File: src/rtl/fcd_pkg.sv
package fcd_pkg;
  typedef enum logic [2:0] {
    ST_IDLE, ST_UNL1, ST_UNL2, ST_CFG, ST_PGM, ST_DW_A, ST_DW_B, ST_EXIT
  } fcd_state_e;

  localparam int          UNL_AW        = 11;
  localparam logic [10:0] UNL_ADDR_A    = 11'h555;
  localparam logic [10:0] UNL_ADDR_B    = 11'h2AA;

  localparam logic [7:0]  CMD_UNL_A     = 8'hAA;
  localparam logic [7:0]  CMD_UNL_B     = 8'h55;
  localparam logic [7:0]  CMD_PGM       = 8'hA0;
  localparam logic [7:0]  CMD_DWORD     = 8'h40;
  localparam logic [7:0]  CMD_CFG       = 8'h60;
  localparam logic [7:0]  CMD_CFG_CONF  = 8'h03;
  localparam logic [7:0]  CMD_BYP_ENTER = 8'h20;
  localparam logic [7:0]  CMD_BYP_EXIT  = 8'h90;
  localparam logic [7:0]  CMD_EXIT_CONF = 8'h00;
endpackage

File: src/rtl/fcd_prot_check.sv
module fcd_prot_check #(
  parameter int BLK_W = 4
) (
  input  logic [BLK_W-1:0]       blk_i,
  input  logic [(1<<BLK_W)-1:0]  mask_i,
  output logic                   prot_o
);
  localparam int NUM_BLK = 1 << BLK_W;

  logic [NUM_BLK-1:0] hit;

  for (genvar b = 0; b < NUM_BLK; b++) begin : g_blk
    assign hit[b] = (blk_i == BLK_W'(b)) & mask_i[b];
  end

  assign prot_o = |hit;

  always_comb begin
    a_r11_hit_onehot: assert ($onehot0(hit));
  end
endmodule

File: src/rtl/fcd_cfg_reg.sv
module fcd_cfg_reg #(
  parameter int CFG_W = 16
) (
  input  logic             clk_i,
  input  logic             rst_ni,
  input  logic             ld_i,
  input  logic [CFG_W-1:0] val_i,
  output logic [CFG_W-1:0] cfg_o
);
  logic [CFG_W-1:0] cfg_q;

  always_ff @(posedge clk_i or negedge rst_ni) begin
    if (!rst_ni)   cfg_q <= '0;
    else if (ld_i) cfg_q <= val_i;
  end

  assign cfg_o = cfg_q;

  a_r4_cfg_only_on_load: assert property (@(posedge clk_i) disable iff (!rst_ni)
    (cfg_q != $past(cfg_q)) |-> $past(ld_i));
endmodule

File: src/rtl/fcd_seq_fsm.sv
module fcd_seq_fsm
  import fcd_pkg::*;
#(
  parameter int ADDR_W = 21,
  parameter int DATA_W = 16,
  parameter int CFG_W  = 16
) (
  input  logic              clk_i,
  input  logic              rst_ni,
  input  logic              wr_i,
  input  logic [ADDR_W-1:0] addr_i,
  input  logic [DATA_W-1:0] data_i,
  input  logic              prot_i,
  output logic              prog_start_o,
  output logic [ADDR_W-1:0] prog_addr_o,
  output logic [DATA_W-1:0] prog_data_o,
  output logic              dw_start_o,
  output logic [ADDR_W-1:0] dw_addr_o,
  output logic [DATA_W-1:0] dw_data0_o,
  output logic [DATA_W-1:0] dw_data1_o,
  output logic              cfg_ld_o,
  output logic [CFG_W-1:0]  cfg_val_o,
  output logic              cfg_wr_o,
  output logic              bypass_o,
  output logic              byp_enter_o,
  output logic              byp_exit_o
);
  fcd_state_e st_q, st_d;
  logic byp_q, byp_d;
  logic prog_d, dw_d, cfgw_d, ent_d, ext_d, dw_first_ld;
  logic prog_q, dw_q, cfgw_q, ent_q, ext_q;
  logic [ADDR_W-1:0] prog_addr_q, dw_addr_q;
  logic [DATA_W-1:0] prog_data_q, dw_d0_q, dw_d1_q;

  logic [7:0]        cmd;
  logic [UNL_AW-1:0] lo;
  logic              pair_ok;

  assign cmd     = data_i[7:0];
  assign lo      = addr_i[UNL_AW-1:0];
  assign pair_ok = (addr_i == (dw_addr_q ^ ADDR_W'(1)));

  always_comb begin
    st_d        = st_q;
    byp_d       = byp_q;
    prog_d      = 1'b0;
    dw_d        = 1'b0;
    cfgw_d      = 1'b0;
    ent_d       = 1'b0;
    ext_d       = 1'b0;
    dw_first_ld = 1'b0;
    cfg_ld_o    = 1'b0;
    cfg_val_o   = addr_i[CFG_W-1:0];
    if (wr_i) begin
      unique case (st_q)
        ST_IDLE: begin
          if (byp_q) begin
            unique case (cmd)
              CMD_PGM:      st_d = ST_PGM;
              CMD_DWORD:    st_d = ST_DW_A;
              CMD_BYP_EXIT: st_d = ST_EXIT;
              default:      st_d = ST_IDLE;
            endcase
          end else if (cmd == CMD_UNL_A && lo == UNL_ADDR_A) begin
            st_d = ST_UNL1;
          end
        end
        ST_UNL1: st_d = (cmd == CMD_UNL_B && lo == UNL_ADDR_B) ? ST_UNL2 : ST_IDLE;
        ST_UNL2: begin
          st_d = ST_IDLE;
          if (lo == UNL_ADDR_A) begin
            unique case (cmd)
              CMD_PGM:   st_d = ST_PGM;
              CMD_DWORD: st_d = ST_DW_A;
              CMD_CFG:   st_d = ST_CFG;
              CMD_BYP_ENTER: begin
                byp_d = 1'b1;
                ent_d = 1'b1;
              end
              default: st_d = ST_IDLE;
            endcase
          end
        end
        ST_CFG: begin
          st_d = ST_IDLE;
          if (cmd == CMD_CFG_CONF) begin
            cfgw_d   = 1'b1;
            cfg_ld_o = 1'b1;
          end
        end
        ST_PGM: begin
          st_d   = ST_IDLE;
          prog_d = !prot_i;
        end
        ST_DW_A: begin
          if (!prot_i) begin
            st_d        = ST_DW_B;
            dw_first_ld = 1'b1;
          end else begin
            st_d = ST_IDLE;
          end
        end
        ST_DW_B: begin
          st_d = ST_IDLE;
          dw_d = pair_ok;
        end
        ST_EXIT: begin
          st_d = ST_IDLE;
          if (cmd == CMD_EXIT_CONF) begin
            byp_d = 1'b0;
            ext_d = 1'b1;
          end
        end
        default: st_d = ST_IDLE;
      endcase
    end
  end

  always_ff @(posedge clk_i or negedge rst_ni) begin
    if (!rst_ni) begin
      st_q   <= ST_IDLE;
      byp_q  <= 1'b0;
      prog_q <= 1'b0;
      dw_q   <= 1'b0;
      cfgw_q <= 1'b0;
      ent_q  <= 1'b0;
      ext_q  <= 1'b0;
    end else begin
      st_q   <= st_d;
      byp_q  <= byp_d;
      prog_q <= prog_d;
      dw_q   <= dw_d;
      cfgw_q <= cfgw_d;
      ent_q  <= ent_d;
      ext_q  <= ext_d;
    end
  end

  always_ff @(posedge clk_i or negedge rst_ni) begin
    if (!rst_ni) begin
      prog_addr_q <= '0;
      prog_data_q <= '0;
      dw_addr_q   <= '0;
      dw_d0_q     <= '0;
      dw_d1_q     <= '0;
    end else begin
      if (prog_d) begin
        prog_addr_q <= addr_i;
        prog_data_q <= data_i;
      end
      if (dw_first_ld) begin
        dw_addr_q <= addr_i;
        dw_d0_q   <= data_i;
      end
      if (dw_d) dw_d1_q <= data_i;
    end
  end

  assign prog_start_o = prog_q;
  assign prog_addr_o  = prog_addr_q;
  assign prog_data_o  = prog_data_q;
  assign dw_start_o   = dw_q;
  assign dw_addr_o    = dw_addr_q;
  assign dw_data0_o   = dw_d0_q;
  assign dw_data1_o   = dw_d1_q;
  assign cfg_wr_o     = cfgw_q;
  assign bypass_o     = byp_q;
  assign byp_enter_o  = ent_q;
  assign byp_exit_o   = ext_q;

  a_r2_single_event: assert property (@(posedge clk_i) disable iff (!rst_ni)
    $onehot0({prog_q, dw_q, cfgw_q, ent_q, ext_q}));
  a_r5_enter_sets_flag: assert property (@(posedge clk_i) disable iff (!rst_ni)
    ent_q |-> (byp_q && !$past(byp_q)));
  a_r7_exit_clears_flag: assert property (@(posedge clk_i) disable iff (!rst_ni)
    ext_q |-> (!byp_q && $past(byp_q)));
  a_r12_flag_moves_on_event: assert property (@(posedge clk_i) disable iff (!rst_ni)
    (byp_q != $past(byp_q)) |-> (ent_q || ext_q));
  a_r2_prog_pulse_short: assert property (@(posedge clk_i) disable iff (!rst_ni)
    prog_q |=> !prog_q);
endmodule

File: src/rtl/flash_cmd_decoder.sv
module flash_cmd_decoder #(
  parameter int ADDR_W = 21,
  parameter int DATA_W = 16,
  parameter int BLK_W  = 4,
  parameter int CFG_W  = 16
) (
  input  logic                      clk_i,
  input  logic                      rst_ni,
  input  logic                      wr_i,
  input  logic [ADDR_W-1:0]         addr_i,
  input  logic [DATA_W-1:0]         data_i,
  input  logic [(1<<BLK_W)-1:0]     prot_mask_i,
  output logic                      prog_start_o,
  output logic [ADDR_W-1:0]         prog_addr_o,
  output logic [DATA_W-1:0]         prog_data_o,
  output logic                      dw_start_o,
  output logic [ADDR_W-1:0]         dw_addr_o,
  output logic [DATA_W-1:0]         dw_data0_o,
  output logic [DATA_W-1:0]         dw_data1_o,
  output logic                      cfg_wr_o,
  output logic [CFG_W-1:0]          cfg_o,
  output logic                      bypass_o,
  output logic                      byp_enter_o,
  output logic                      byp_exit_o
);
  localparam int NUM_BLK = 1 << BLK_W;

  logic             prot_hit;
  logic             cfg_ld;
  logic [CFG_W-1:0] cfg_val;

  fcd_prot_check #(.BLK_W(BLK_W)) u_prot (
    .blk_i  (addr_i[ADDR_W-1 -: BLK_W]),
    .mask_i (prot_mask_i),
    .prot_o (prot_hit)
  );

  fcd_seq_fsm #(.ADDR_W(ADDR_W), .DATA_W(DATA_W), .CFG_W(CFG_W)) u_fsm (
    .clk_i        (clk_i),
    .rst_ni       (rst_ni),
    .wr_i         (wr_i),
    .addr_i       (addr_i),
    .data_i       (data_i),
    .prot_i       (prot_hit),
    .prog_start_o (prog_start_o),
    .prog_addr_o  (prog_addr_o),
    .prog_data_o  (prog_data_o),
    .dw_start_o   (dw_start_o),
    .dw_addr_o    (dw_addr_o),
    .dw_data0_o   (dw_data0_o),
    .dw_data1_o   (dw_data1_o),
    .cfg_ld_o     (cfg_ld),
    .cfg_val_o    (cfg_val),
    .cfg_wr_o     (cfg_wr_o),
    .bypass_o     (bypass_o),
    .byp_enter_o  (byp_enter_o),
    .byp_exit_o   (byp_exit_o)
  );

  fcd_cfg_reg #(.CFG_W(CFG_W)) u_cfg (
    .clk_i  (clk_i),
    .rst_ni (rst_ni),
    .ld_i   (cfg_ld),
    .val_i  (cfg_val),
    .cfg_o  (cfg_o)
  );

  a_r11_no_start_on_protected: assert property (@(posedge clk_i) disable iff (!rst_ni)
    prog_start_o |->
      !(|($past(prot_mask_i) & (NUM_BLK'(1) << prog_addr_o[ADDR_W-1 -: BLK_W]))));
  a_r8_pair_differs_in_a0: assert property (@(posedge clk_i) disable iff (!rst_ni)
    dw_start_o |-> ($past(addr_i) == (dw_addr_o ^ ADDR_W'(1))));
endmodule

File: config.mk
export PLATFORM = sky130hd
export DESIGN_NAME = flash_cmd_decoder
export DESIGN_NICKNAME = d
export VERILOG_FILES = /design/src/rtl/fcd_pkg.sv /design/src/rtl/fcd_prot_check.sv /design/src/rtl/fcd_cfg_reg.sv /design/src/rtl/fcd_seq_fsm.sv /design/src/rtl/flash_cmd_decoder.sv
export SDC_FILE = /design/constraint.sdc
export NUM_CORES = 1
export LEC_CHECK = 0
export BUFFER_PORTS_ARGS = -buffer_cell sky130_fd_sc_hd__buf_4
export CAP_MARGIN = 20
export CORE_MARGIN = 2
export CORE_UTILIZATION = 45
export CTS_BUF_LIST = sky130_fd_sc_hd__clkbuf_8
export DETAILED_ROUTE_END_ITERATION = 16
export GPL_TIMING_DRIVEN = 1
export PLACE_DENSITY = 0.75
export SYNTH_ARGS = -nofsm -noshare
export SYNTH_HDL_FRONTEND = slang
export SYNTH_SLANG_ARGS = --single-unit
File: constraint.sdc
create_clock -name clk_i -period 2.03 [get_ports clk_i]
set_input_delay 0.203 -clock clk_i [delete_from_list [all_inputs] [get_ports clk_i]]
set_output_delay 0.203 -clock clk_i [all_outputs]
set_load 0.05 [all_outputs]
==> results of run 1 <==
## path summary, 6_finish.rpt
check,start,endpoint,slack [ns]
max in group asynchronous,rst_ni,u_fsm.dw_addr_o[9]$_DFFE_PN0P_,1.14
min in group asynchronous,rst_ni,u_fsm.prog_data_o[3]$_DFFE_PN0P_,0.41
min reg2reg,u_fsm.prog_data_o[8]$_DFFE_PN0P_,u_fsm.prog_data_o[8]$_DFFE_PN0P_,0.51
max reg2reg,u_fsm.dw_addr_o[12]$_DFFE_PN0P_,u_fsm.dw_data1_o[15]$_DFFE_PN0P_,-0.08
max,u_fsm.dw_addr_o[12]$_DFFE_PN0P_,u_fsm.dw_data1_o[15]$_DFFE_PN0P_,-0.08
min,data_i[8],u_fsm.prog_data_o[8]$_DFFE_PN0P_,0.02
## power groups by stage
stage	logic (mW)	registers, mW	clock network (mW)
detailed placement	4.02	3.26	0
global route	4.24	3.30	2.40
global placement	3.98	3.22	0
CTS	4.04	3.22	2.29
floorplan	0.697	5.16	0
finish	4.06	3.22	2.24
## sequential cells by signal, indices dropped and copies added (netlist names), 3 cells and up
register and cells:
u_fsm.dw_data0_o 16, u_fsm.dw_addr_o 21, u_cfg.cfg_o 16, u_fsm.prog_data_o 16, u_fsm.prog_addr_o 21, u_fsm.dw_data1_o 16
u_fsm.st_q 3
## cell type report
class	instances	area share [%]
clock buffer	21	4.01
clock inverter	11	1.88
inverter	2	0.104
multi-input combinational	217	28.6
sequential	115	40.2
tap	140	2.43
timing repair buffer	204	22.8
## cells by family after synthesis
logic type	share of synthesized area, %
compound gates	2.43
xor+xnor	3.69
buf+inv	2.08
flops	57.7
mux	26.2
simple gates	7.95
## layer usage
metal  GRT usage (%)  wire [um]  vias to the layer above  part of all wire [%]
met5               0          0                        -                     0
met3            8.89       1200                       22                   9.3
li1                -          -                     1693                     -
met2            37.4       6430                      168                    50
met4            8.50        210                        0                   1.6
met1            28.0       5130                     1869                    40
## through the flow
stage,setup slack [ns],std cells
after floorplan,-0.0576,352
after global placement,-0.0650,674
after detailed placement,-0.0735,674
after CTS,-0.0429,707
after global routing,-0.175,710
final,-0.0835,710
## what timing repair did
action,CTS,global route
buffers inserted,0,2
resized for setup,2,4
setup endpoints to repair,16,16
endpoints found under the hold margin,115,0
gates cloned,0,1
pin swaps,0,0
hold buffers,1,0
## cells in the mapped netlist, drive strengths merged, types with 2 or more instances
| library cell | number | area share [%] |
|---|---|---|
| a31oi | 2 | 0.25 |
| xnor2 | 4 | 0.70 |
| or3b | 2 | 0.35 |
| mux2 | 104 | 23 |
| xor2 | 17 | 3.0 |
| nor4 | 10 | 1.3 |
| clkbuf | 5 | 0.38 |
| o2bb2ai | 2 | 0.35 |
| a21oi | 2 | 0.20 |
| nor2 | 9 | 0.78 |
| or4 | 3 | 0.45 |
| nor2b | 2 | 0.25 |
| nand3 | 4 | 0.40 |
| nand2 | 8 | 0.60 |
| mux4 | 2 | 0.90 |
| mux2i | 9 | 1.8 |
| dfrtp | 115 | 58 |
| nand4b | 2 | 0.35 |
| nand4bb | 2 | 0.45 |
| nand3b | 2 | 0.30 |
| or3 | 2 | 0.25 |
| nand2b | 4 | 0.50 |
| nor3 | 5 | 0.60 |
| nand4 | 4 | 0.50 |
| buf | 13 | 1.6 |
| inv | 2 | 0.15 |
## critical path, cell delays in order (launching register included)
cell and delay (ns):
dfrtp_2 0.43, xor2_2 0.17, nor4_4 0.31, nand4_1 0.18, or3b_4 0.45, clkbuf_16 0.19, mux2_2 0.26
==> flow_metrics.py, run 1 <==
metrics = {
    "die": {
        "coreArea_sq_um": 10800,
        "dieArea_sq_um": 11900,
        "ioPinCount": 168,
        "die_h_um": 109,
        "start_util_pct": 46.0,
        "num_rows": 38,
        "die_x_um": 109,
    },
    "timing": {
        "tightest_slew_ns": 0.604,
        "slew_headroom_pct": 59.7,
        "setup_viol": 16,
        "slew_violations": 0,
        "clock_skew_ns": 0.00813,
        "period_minus_slack_ns": 2.11,
        "setup_slack_ns": -0.0835,
        "whs_ns": 0.0234,
        "finalSetupTns_ns": -1.14,
        "fmax_mhz": 473,
        "finalHoldViolations": 0,
        "rsz0062_at_grt": "true",
        "final.period_utilization_pct": 104,
    },
    "pwr": {
        "p_sw_share_pct": 41.4,
        "ir_drop_mv": 0.862,
        "power_frac_clock_pct": 23.6,
        "p_int_mw": 5.58,
        "p_sw_mw": 3.94,
        "pwr-share-comb_pct": 42.6,
        "p_total_mw": 9.52,
        "p_per_area_nw_per_um2": 1320,
        "p_leak_nw": 3.54,
        "p_seq_share_pct": 33.8,
    },
    "yosys": {
        "syn-cell-area_sq_um": 4990,
        "synth_edf_count": 0,
        "async_flop_share_pct": 100,
        "synthesis.nets": 408,
        "ys.flop_type": "dfrtp_1",
        "seq_area_frac_synth_pct": 57.7,
        "avgSynthCellArea_sq_um": 14.2,
        "synth_warnings": 0,
        "ys_types": 46,
        "synthCells": 352,
        "ys_ff_latch": 115,
    },
    "cts": {
        "cts_tree": "yes",
        "path_clk_slew_ns": 0.07,
        "cts_max_level": 4,
        "cts_buffer_depth": 2,
        "cts_made_buffers": 17,
        "clock_latency_ns": 0.43,
        "root_buffer": "clkbuf_8",
        "clock-sinks": 115,
    },
    "critical_path": {
        "worst_setup_path_end_kind": "flop",
        "worstSetupPathType": "flop to flop",
        "worst_setup_path_start_kind": "flop",
        "cp.arrival_ns": 2.42,
        "critPathMaxFanout": 8,
        "worstPathRequired_ns": 2.34,
        "r2r_cells": 6,
    },
    "placed_design": {
        "dpl.hpwl_mm": 9.27,
        "gp_congestion": 0.869,
        "place_area_sq_um": 6690,
        "io_buffer_count": 167,
    },
    "run_status": {
        "violations": "setup timing",
        "status": "finished with violations",
    },
    "detailed_routing": {
        "drt-initial-drc-count": 234,
        "first_pass_iters": 5,
        "route.vias.total": 3752,
        "ant_nets": 0,
        "wl_mm": 13.0,
        "wl_per_cell_um": 18.3,
        "drc": 0,
        "avgViaCountPerCell": 5.28,
    },
    "global_routing": {
        "grt_overflow": 0,
        "grt_util_all_layers_pct": 23.0,
        "grt_pass1_vias": 4037,
        "grt_pass1_wl_mm": 20.7,
        "grt_max_degree": 116,
        "antenna_found_initial": 0,
    },
    "layout": {
        "nets": 613,
        "n_fill_cell": 820,
        "layout-drive-gt1-share_pct": 63.3,
        "insertedDiodeCount": 0,
        "areaGrowthSynthToFinish_pct": 44.3,
        "multi_input_area_sq_um": 2060,
        "final_common_cell": "buf_4",
        "final_cell_mix": "buf_4, mux2_2, dfrtp_1, clkbuf_8, xor2_1",
        "stdcell_area_sq_um": 7200,
        "seq_area_sq_um": 2890,
        "utilization_pct": 66.4,
    },
    "worst_hold_path": {
        "hold_path_class": "input port to flop",
        "hold_path_depth": 2,
    },
    "run": {
        "maxCapViolCount": 0,
    },
}
Note: power is estimated with default switching activity, not from simulation.
==> inputs of run 2 (changes only) <==
Settings changed: CORE_MARGIN 2 to 8, CTS_BUF_LIST sky130_fd_sc_hd__clkbuf_8 to default.
==> flow_metrics.py, run 2 (synthesis results as in run 1) <==
metrics = {
    "global_routing": {
        "antenna_found_initial": 0,
        "grt_pass1_vias": 4266,
        "grt_most_used_layer": "met2",
        "grt_overflow": 0,
        "grt_util_all_layers_pct": 19.8,
        "grt_max_degree": 44,
        "grt_use_met1_pct": 21.4,
        "grt_util_met2_pct": 33.9,
        "grt_pass1_wl_mm": 22.8,
        "met3_usage_pct": 9.40,
    },
    "placed_design": {
        "gp_congestion": 0.938,
        "place_area_sq_um": 6720,
        "dp_cells": 675,
        "dpl.hpwl_mm": 10.6,
        "io_buffer_count": 167,
    },
    "critical_path": {
        "worst_setup_path_end_kind": "flop",
        "worst_setup_path_start_kind": "flop",
        "crit_buf_inv": 2,
        "cp.arrival_ns": 2.43,
        "slowest_delay_ns": 0.41,
        "crit_family": "simple AND/OR/NAND/NOR gates",
        "worstPathRequired_ns": 2.41,
        "cp_cell_sequence": "xor2_1, nor4_1, buf_4, nand4_1, or3b_4, buf_12, mux2_2",
        "slowest_stage": "or3b_4",
        "worstSetupPathType": "flop to flop",
        "critPathMaxFanout": 16,
    },
    "detailed_routing": {
        "wl_mm": 14.3,
        "drc": 0,
        "first_pass_iters": 4,
        "route.vias.total": 3798,
        "drt-initial-drc-count": 236,
        "avgViaCountPerCell": 5.22,
        "wl_per_cell_um": 19.7,
        "ant_nets": 0,
    },
    "timing": {
        "finalHoldViolations": 0,
        "setup_slack_ns": -0.0131,
        "tightest_slew_ns": 0.595,
        "setup_viol": 8,
        "period_minus_slack_ns": 2.04,
        "slew_violations": 0,
        "finalSetupTns_ns": -0.0476,
        "slew_headroom_pct": 60.3,
        "final.period_utilization_pct": 101,
        "fmax_mhz": 489,
        "whs_ns": 0.0194,
        "clock_skew_ns": 0.00679,
        "rsz0062_at_grt": "true",
    },
    "layout": {
        "final_common_cell": "buf_4",
        "stdcell_area_sq_um": 7560,
        "final_cell_mix": "buf_4, mux2_2, dfrtp_1, dlygate4sd3_1, xor2_1",
        "layout-drive-gt1-share_pct": 61.4,
        "nets": 631,
        "finalNonFillerCells": 728,
        "insertedDiodeCount": 0,
        "areaGrowthSynthToFinish_pct": 51.6,
    },
    "pwr": {
        "p_leak_nw": 3.69,
        "p_total_mw": 10.4,
        "p_per_area_nw_per_um2": 1370,
        "ir_drop_mv": 1.09,
    },
    "run_status": {
        "status": "finished with violations",
        "violations": "setup timing",
    },
    "cts": {
        "cts_max_level": 4,
        "clock-sinks": 115,
        "root_buffer": "clkbuf_8",
        "cts_buffer_depth": 2,
        "cts_tree": "yes",
        "cts_made_buffers": 17,
        "path_clk_slew_ns": 0.05,
        "clock_latency_ns": 0.50,
    },
    "worst_hold_path": {
        "hold_path_class": "input port to flop",
    },
    "die": {
        "coreArea_sq_um": 10800,
        "num_rows": 38,
        "die_x_um": 121,
        "ioPinCount": 168,
        "die_h_um": 121,
        "dieArea_sq_um": 14700,
        "start_util_pct": 46.0,
    },
    "run": {
        "maxCapViolCount": 0,
    },
}
## run 2: cell types whose count changed in the layout (fill, tap and decap cells not counted)
cell           delta
dlygate4sd3_1    +18
clkbuf_1          +1
inv_1             -3
clkinv_4          -1
clkbuf_16        +15
xor2_2            -2
buf_4             -1
nor4_4            -1
clkinvlp_4        +1
nor4_2            +1
clkbuf_8         -14
buf_12            +2
xor2_1            +2
## run 2: per-stage QoR
step	setup slack, ns	utilization, %
floorplan	-0.0576	-
global placement	-0.0830	62.0
detailed placement	-0.122	62.0
CTS	-0.0314	69.7
global route	-0.0996	69.8
finish	-0.0131	69.8
## run 2: worst paths after layout
path / to / slack [ns] / depth (start not counted) / from
worst max-delay path: u_fsm.dw_data1_o[9]$_DFFE_PN0P_ / -0.01 / 7 / u_fsm.dw_addr_o[20]$_DFFE_PN0P_
worst min-delay path: u_fsm.prog_addr_o[1]$_DFFE_PN0P_ / 0.02 / 2 / addr_i[1]
worst max register to register: u_fsm.dw_data1_o[9]$_DFFE_PN0P_ / -0.01 / 7 / u_fsm.dw_addr_o[20]$_DFFE_PN0P_
worst min register to register: u_fsm.prog_addr_o[20]$_DFFE_PN0P_ / 0.50 / 1 / u_fsm.prog_addr_o[20]$_DFFE_PN0P_
max in group asynchronous: u_fsm.dw_data1_o[5]$_DFFE_PN0P_ / 1.14 / 3 / rst_ni
min in group asynchronous: u_fsm.dw_data0_o[2]$_DFFE_PN0P_ / 0.27 / 2 / rst_ni
## run 2: metal layers
layer / vias to the layer above / wire, um
met1: 1912 / 5410
met2: 136 / 7270
met5: - / 0
li1: 1735 / -
met4: 0 / 156
met3: 15 / 1510
## run 2: what timing repair did
item,4_1_cts,5_1_grt
buffers inserted,1,1
hold buffers,19,0
endpoints found under the setup margin,16,16
hold endpoints to repair,93,0
pin swaps,2,0
gates resized for setup,3,0
## run 2: layout make-up
cell class | count | area [sq um]
Fill cell | 788 | 3280
Inverter | 2 | 7.51
Sequential cell | 115 | 2890
Clock buffer | 24 | 500
Tap cell | 140 | 175
Clock inverter | 8 | 123
Timing Repair Buffer | 222 | 1830
Multi-Input combinational cell | 217 | 2040
## run 2: worst register-to-register path, stage by stage (launching register included)
cell and delay [ns]:
dfrtp_2 0.40, xor2_1 0.14, nor4_1 0.26, buf_4 0.15, nand4_1 0.10, or3b_4 0.41
buf_12 0.17, mux2_2 0.29
## run 2: report_power, final
part           internal (mW)  switching [mW]  leakage [nW]
clock                   2.06            1.01         0.299
combinational           1.40            2.70          1.91
sequential              2.87           0.350          1.48
total                   6.32            4.05          3.69
==> inputs of run 3 (changes only) <==
Settings changed: ABC_AREA from default to 1, PLACE_DENSITY 0.75 to 0.74.
==> flow_metrics.py, run 3 <==
metrics = {
    "run_status": {
        "status": "finished, final reports clean",
    },
    "placed_design": {
        "gp_congestion": 0.893,
        "place_area_sq_um": 6780,
        "io_buffer_count": 167,
        "dpl.hpwl_mm": 12.1,
    },
    "detailed_routing": {
        "ant_nets": 0,
        "wl_per_cell_um": 17.1,
        "drt-initial-drc-count": 452,
        "route.vias.total": 5186,
        "drc": 0,
        "first_pass_iters": 5,
        "wl_mm": 16.9,
        "avgViaCountPerCell": 5.24,
    },
    "timing": {
        "slew_headroom_pct": 56.7,
        "slew_violations": 0,
        "period_minus_slack_ns": 1.65,
        "final.period_utilization_pct": 81.1,
        "fmax_mhz": 607,
        "finalHoldViolations": 0,
        "setup_viol": 0,
        "clock_skew_ns": 0.00829,
        "tightest_slew_ns": 0.649,
        "rsz0062_at_grt": "false",
        "finalSetupTns_ns": 0,
    },
    "worst_hold_path": {
        "hold_path_class": "input port to flop",
    },
    "yosys": {
        "synth_edf_count": 0,
        "yosys.cell_count.top_type": "nand2_1",
        "ys_types": 31,
        "avgSynthCellArea_sq_um": 8.21,
        "synth.top_cell.area_share_pct": 53.0,
        "synthTopCellsByCount": "nand2_1, dfrtp_1, nand4_1",
        "synth.area.top_cells": "dfrtp_1, nand2_1, nand4_1",
        "synth_warnings": 0,
        "synth_top_cell_by_area": "dfrtp_1",
        "synthCells": 661,
        "synthesis.nets": 717,
        "ys_ff_latch": 115,
        "syn-cell-area_sq_um": 5430,
        "async_flop_share_pct": 100,
        "seq_area_frac_synth_pct": 53.0,
        "ys.flop_type": "dfrtp_1",
    },
    "critical_path": {
        "worstPathRequired_ns": 2.32,
        "cp.arrival_ns": 1.94,
        "worst_setup_path_start_kind": "flop",
        "cpMostUsedCell": "nand2_1",
        "slowest_stage": "dfrtp_1",
        "slowest_delay_ns": 0.41,
        "critPathMaxFanout": 17,
        "worstSetupPathType": "flop to flop",
        "crit_family": "simple AND/OR/NAND/NOR gates",
        "worst_setup_path_end_kind": "flop",
        "cp_cell_sequence": "inv_1, nand2_1, nor3_1, nand2_1, nor2_2, nand3_4, nand2_1, nand2_1",
        "crit_buf_inv": 1,
    },
    "pwr": {
        "ir_drop_mv": 0.760,
        "p_per_area_nw_per_um2": 1360,
        "p_total_mw": 10.0,
        "p_leak_nw": 4.00,
    },
    "global_routing": {
        "grt_overflow": 0,
        "antenna_found_initial": 0,
        "grt_util_all_layers_pct": 21.6,
        "grt_max_degree": 116,
        "grt_pass1_vias": 5307,
        "grt_pass1_wl_mm": 27.6,
    },
    "cts": {
        "post_cts_buffers": 0,
        "clock_latency_ns": 0.41,
        "cts_max_level": 4,
        "root_buffer": "clkbuf_16",
        "cts_made_buffers": 17,
        "path_clk_slew_ns": 0.05,
        "cts_tree": "yes",
        "ctsResizeCount": 0,
        "cts_buffer_depth": 2,
        "clock-sinks": 115,
        "hold_buffers": 1,
    },
    "layout": {
        "stdcell_area_sq_um": 7380,
        "final_common_cell": "nand2_1",
        "areaGrowthSynthToFinish_pct": 35.9,
        "nets": 886,
        "layout-drive-gt1-share_pct": 26.8,
        "n_fill_cell": 1033,
        "final_cell_mix": "nand2_1, buf_4, dfrtp_1, nand4_1, nor2_1",
        "insertedDiodeCount": 0,
    },
    "die": {
        "start_util_pct": 45.6,
        "ioPinCount": 168,
        "dieArea_sq_um": 15800,
        "die_x_um": 126,
        "die_h_um": 126,
        "num_rows": 40,
        "coreArea_sq_um": 11900,
    },
    "run": {
        "maxCapViolCount": 0,
    },
}
-- run 3: changes by cell type in the layout (fill, tap and decap cells not counted), sizes merged, moves of 25 or more --
| cell | change |
|---|---|
| inv | +47 |
| mux2 | -104 |
| nand2 | +242 |
| nor2 | +42 |
| o21ai | +49 |
| nand3 | +25 |
| nand4 | +52 |
-- run 3: cell type report --
type	instances	area (sq um)	area share, %
clock inverter	10	133	1.80
tap	147	184	2.49
clock buffer	21	460	6.24
sequential	115	2880	39.0
timing repair buffer	181	1390	18.8
inverter	49	186	2.53
multi-input combinational	466	2150	29.2
-- run 3: per-stage QoR --
step | worst slack, ns | utilization, % | hold WS [ns] | cells
final | 0.384 | 61.9 | 0.0243 | 989
after global routing | 0.235 | 61.9 | 0.0239 | 989
after floorplan | 0.264 | - | -0.0926 | 661
after CTS | 0.381 | 61.9 | 0.0124 | 989
after global placement | 0.293 | 56.9 | 0.330 | 957
after detailed placement | 0.230 | 56.9 | 0.343 | 957
-- run 3: final timing paths --
kind	from	to	slack [ns]	cells past startpoint
max	u_fsm.st_q[0]$_DFFE_PN0P_	u_fsm.dw_data1_o[2]$_DFFE_PN0P_	0.38	8
min	data_i[15]	u_fsm.prog_data_o[15]$_DFFE_PN0P_	0.02	3
max reg2reg	u_fsm.st_q[0]$_DFFE_PN0P_	u_fsm.dw_data1_o[2]$_DFFE_PN0P_	0.38	8
min reg2reg	u_fsm.dw_data0_o[1]$_DFFE_PN0P_	u_fsm.dw_data0_o[1]$_DFFE_PN0P_	0.47	2
max in group asynchronous	rst_ni	u_fsm.dw_addr_o[7]$_DFFE_PN0P_	1.11	3
min in group asynchronous	rst_ni	u_fsm.prog_addr_o[9]$_DFFE_PN0P_	0.39	3
-- run 3: per-layer routing --
| layer | GRT usage, % | part of all wire (%) | vias up |
|---|---|---|---|
| met3 | 6.24 | 6.2 | 31 |
| met1 | 25.5 | 41 | 2479 |
| met2 | 36.7 | 51 | 182 |
| li1 | - | - | 2494 |
| met4 | 7.93 | 2.0 | 0 |
| met5 | 0 | 0 | - |
-- run 3: power breakdown --
part           switching (mW)  internal [mW]
Combinational            2.75           1.09
Sequential              0.384           2.81
Clock                    1.03           1.98
Total                    4.16           5.88
-- run 3: worst min-delay path, stage by stage --
cell     delay, ns
buf_4         0.10
nand2_1       0.05
nand2_1       0.04
-- run 3: logic make-up after synthesis --
| logic type | after synthesis | synth area share, % |
|---|---|---|
| and+or+nand+nor | 398 | 32.5 |
| DFF | 115 | 53.0 |
| buffers and inverters | 80 | 7.35 |
| AOI/OAI and AO/OA | 59 | 5.72 |
| xor gates and xnor gates | 9 | 1.45 |
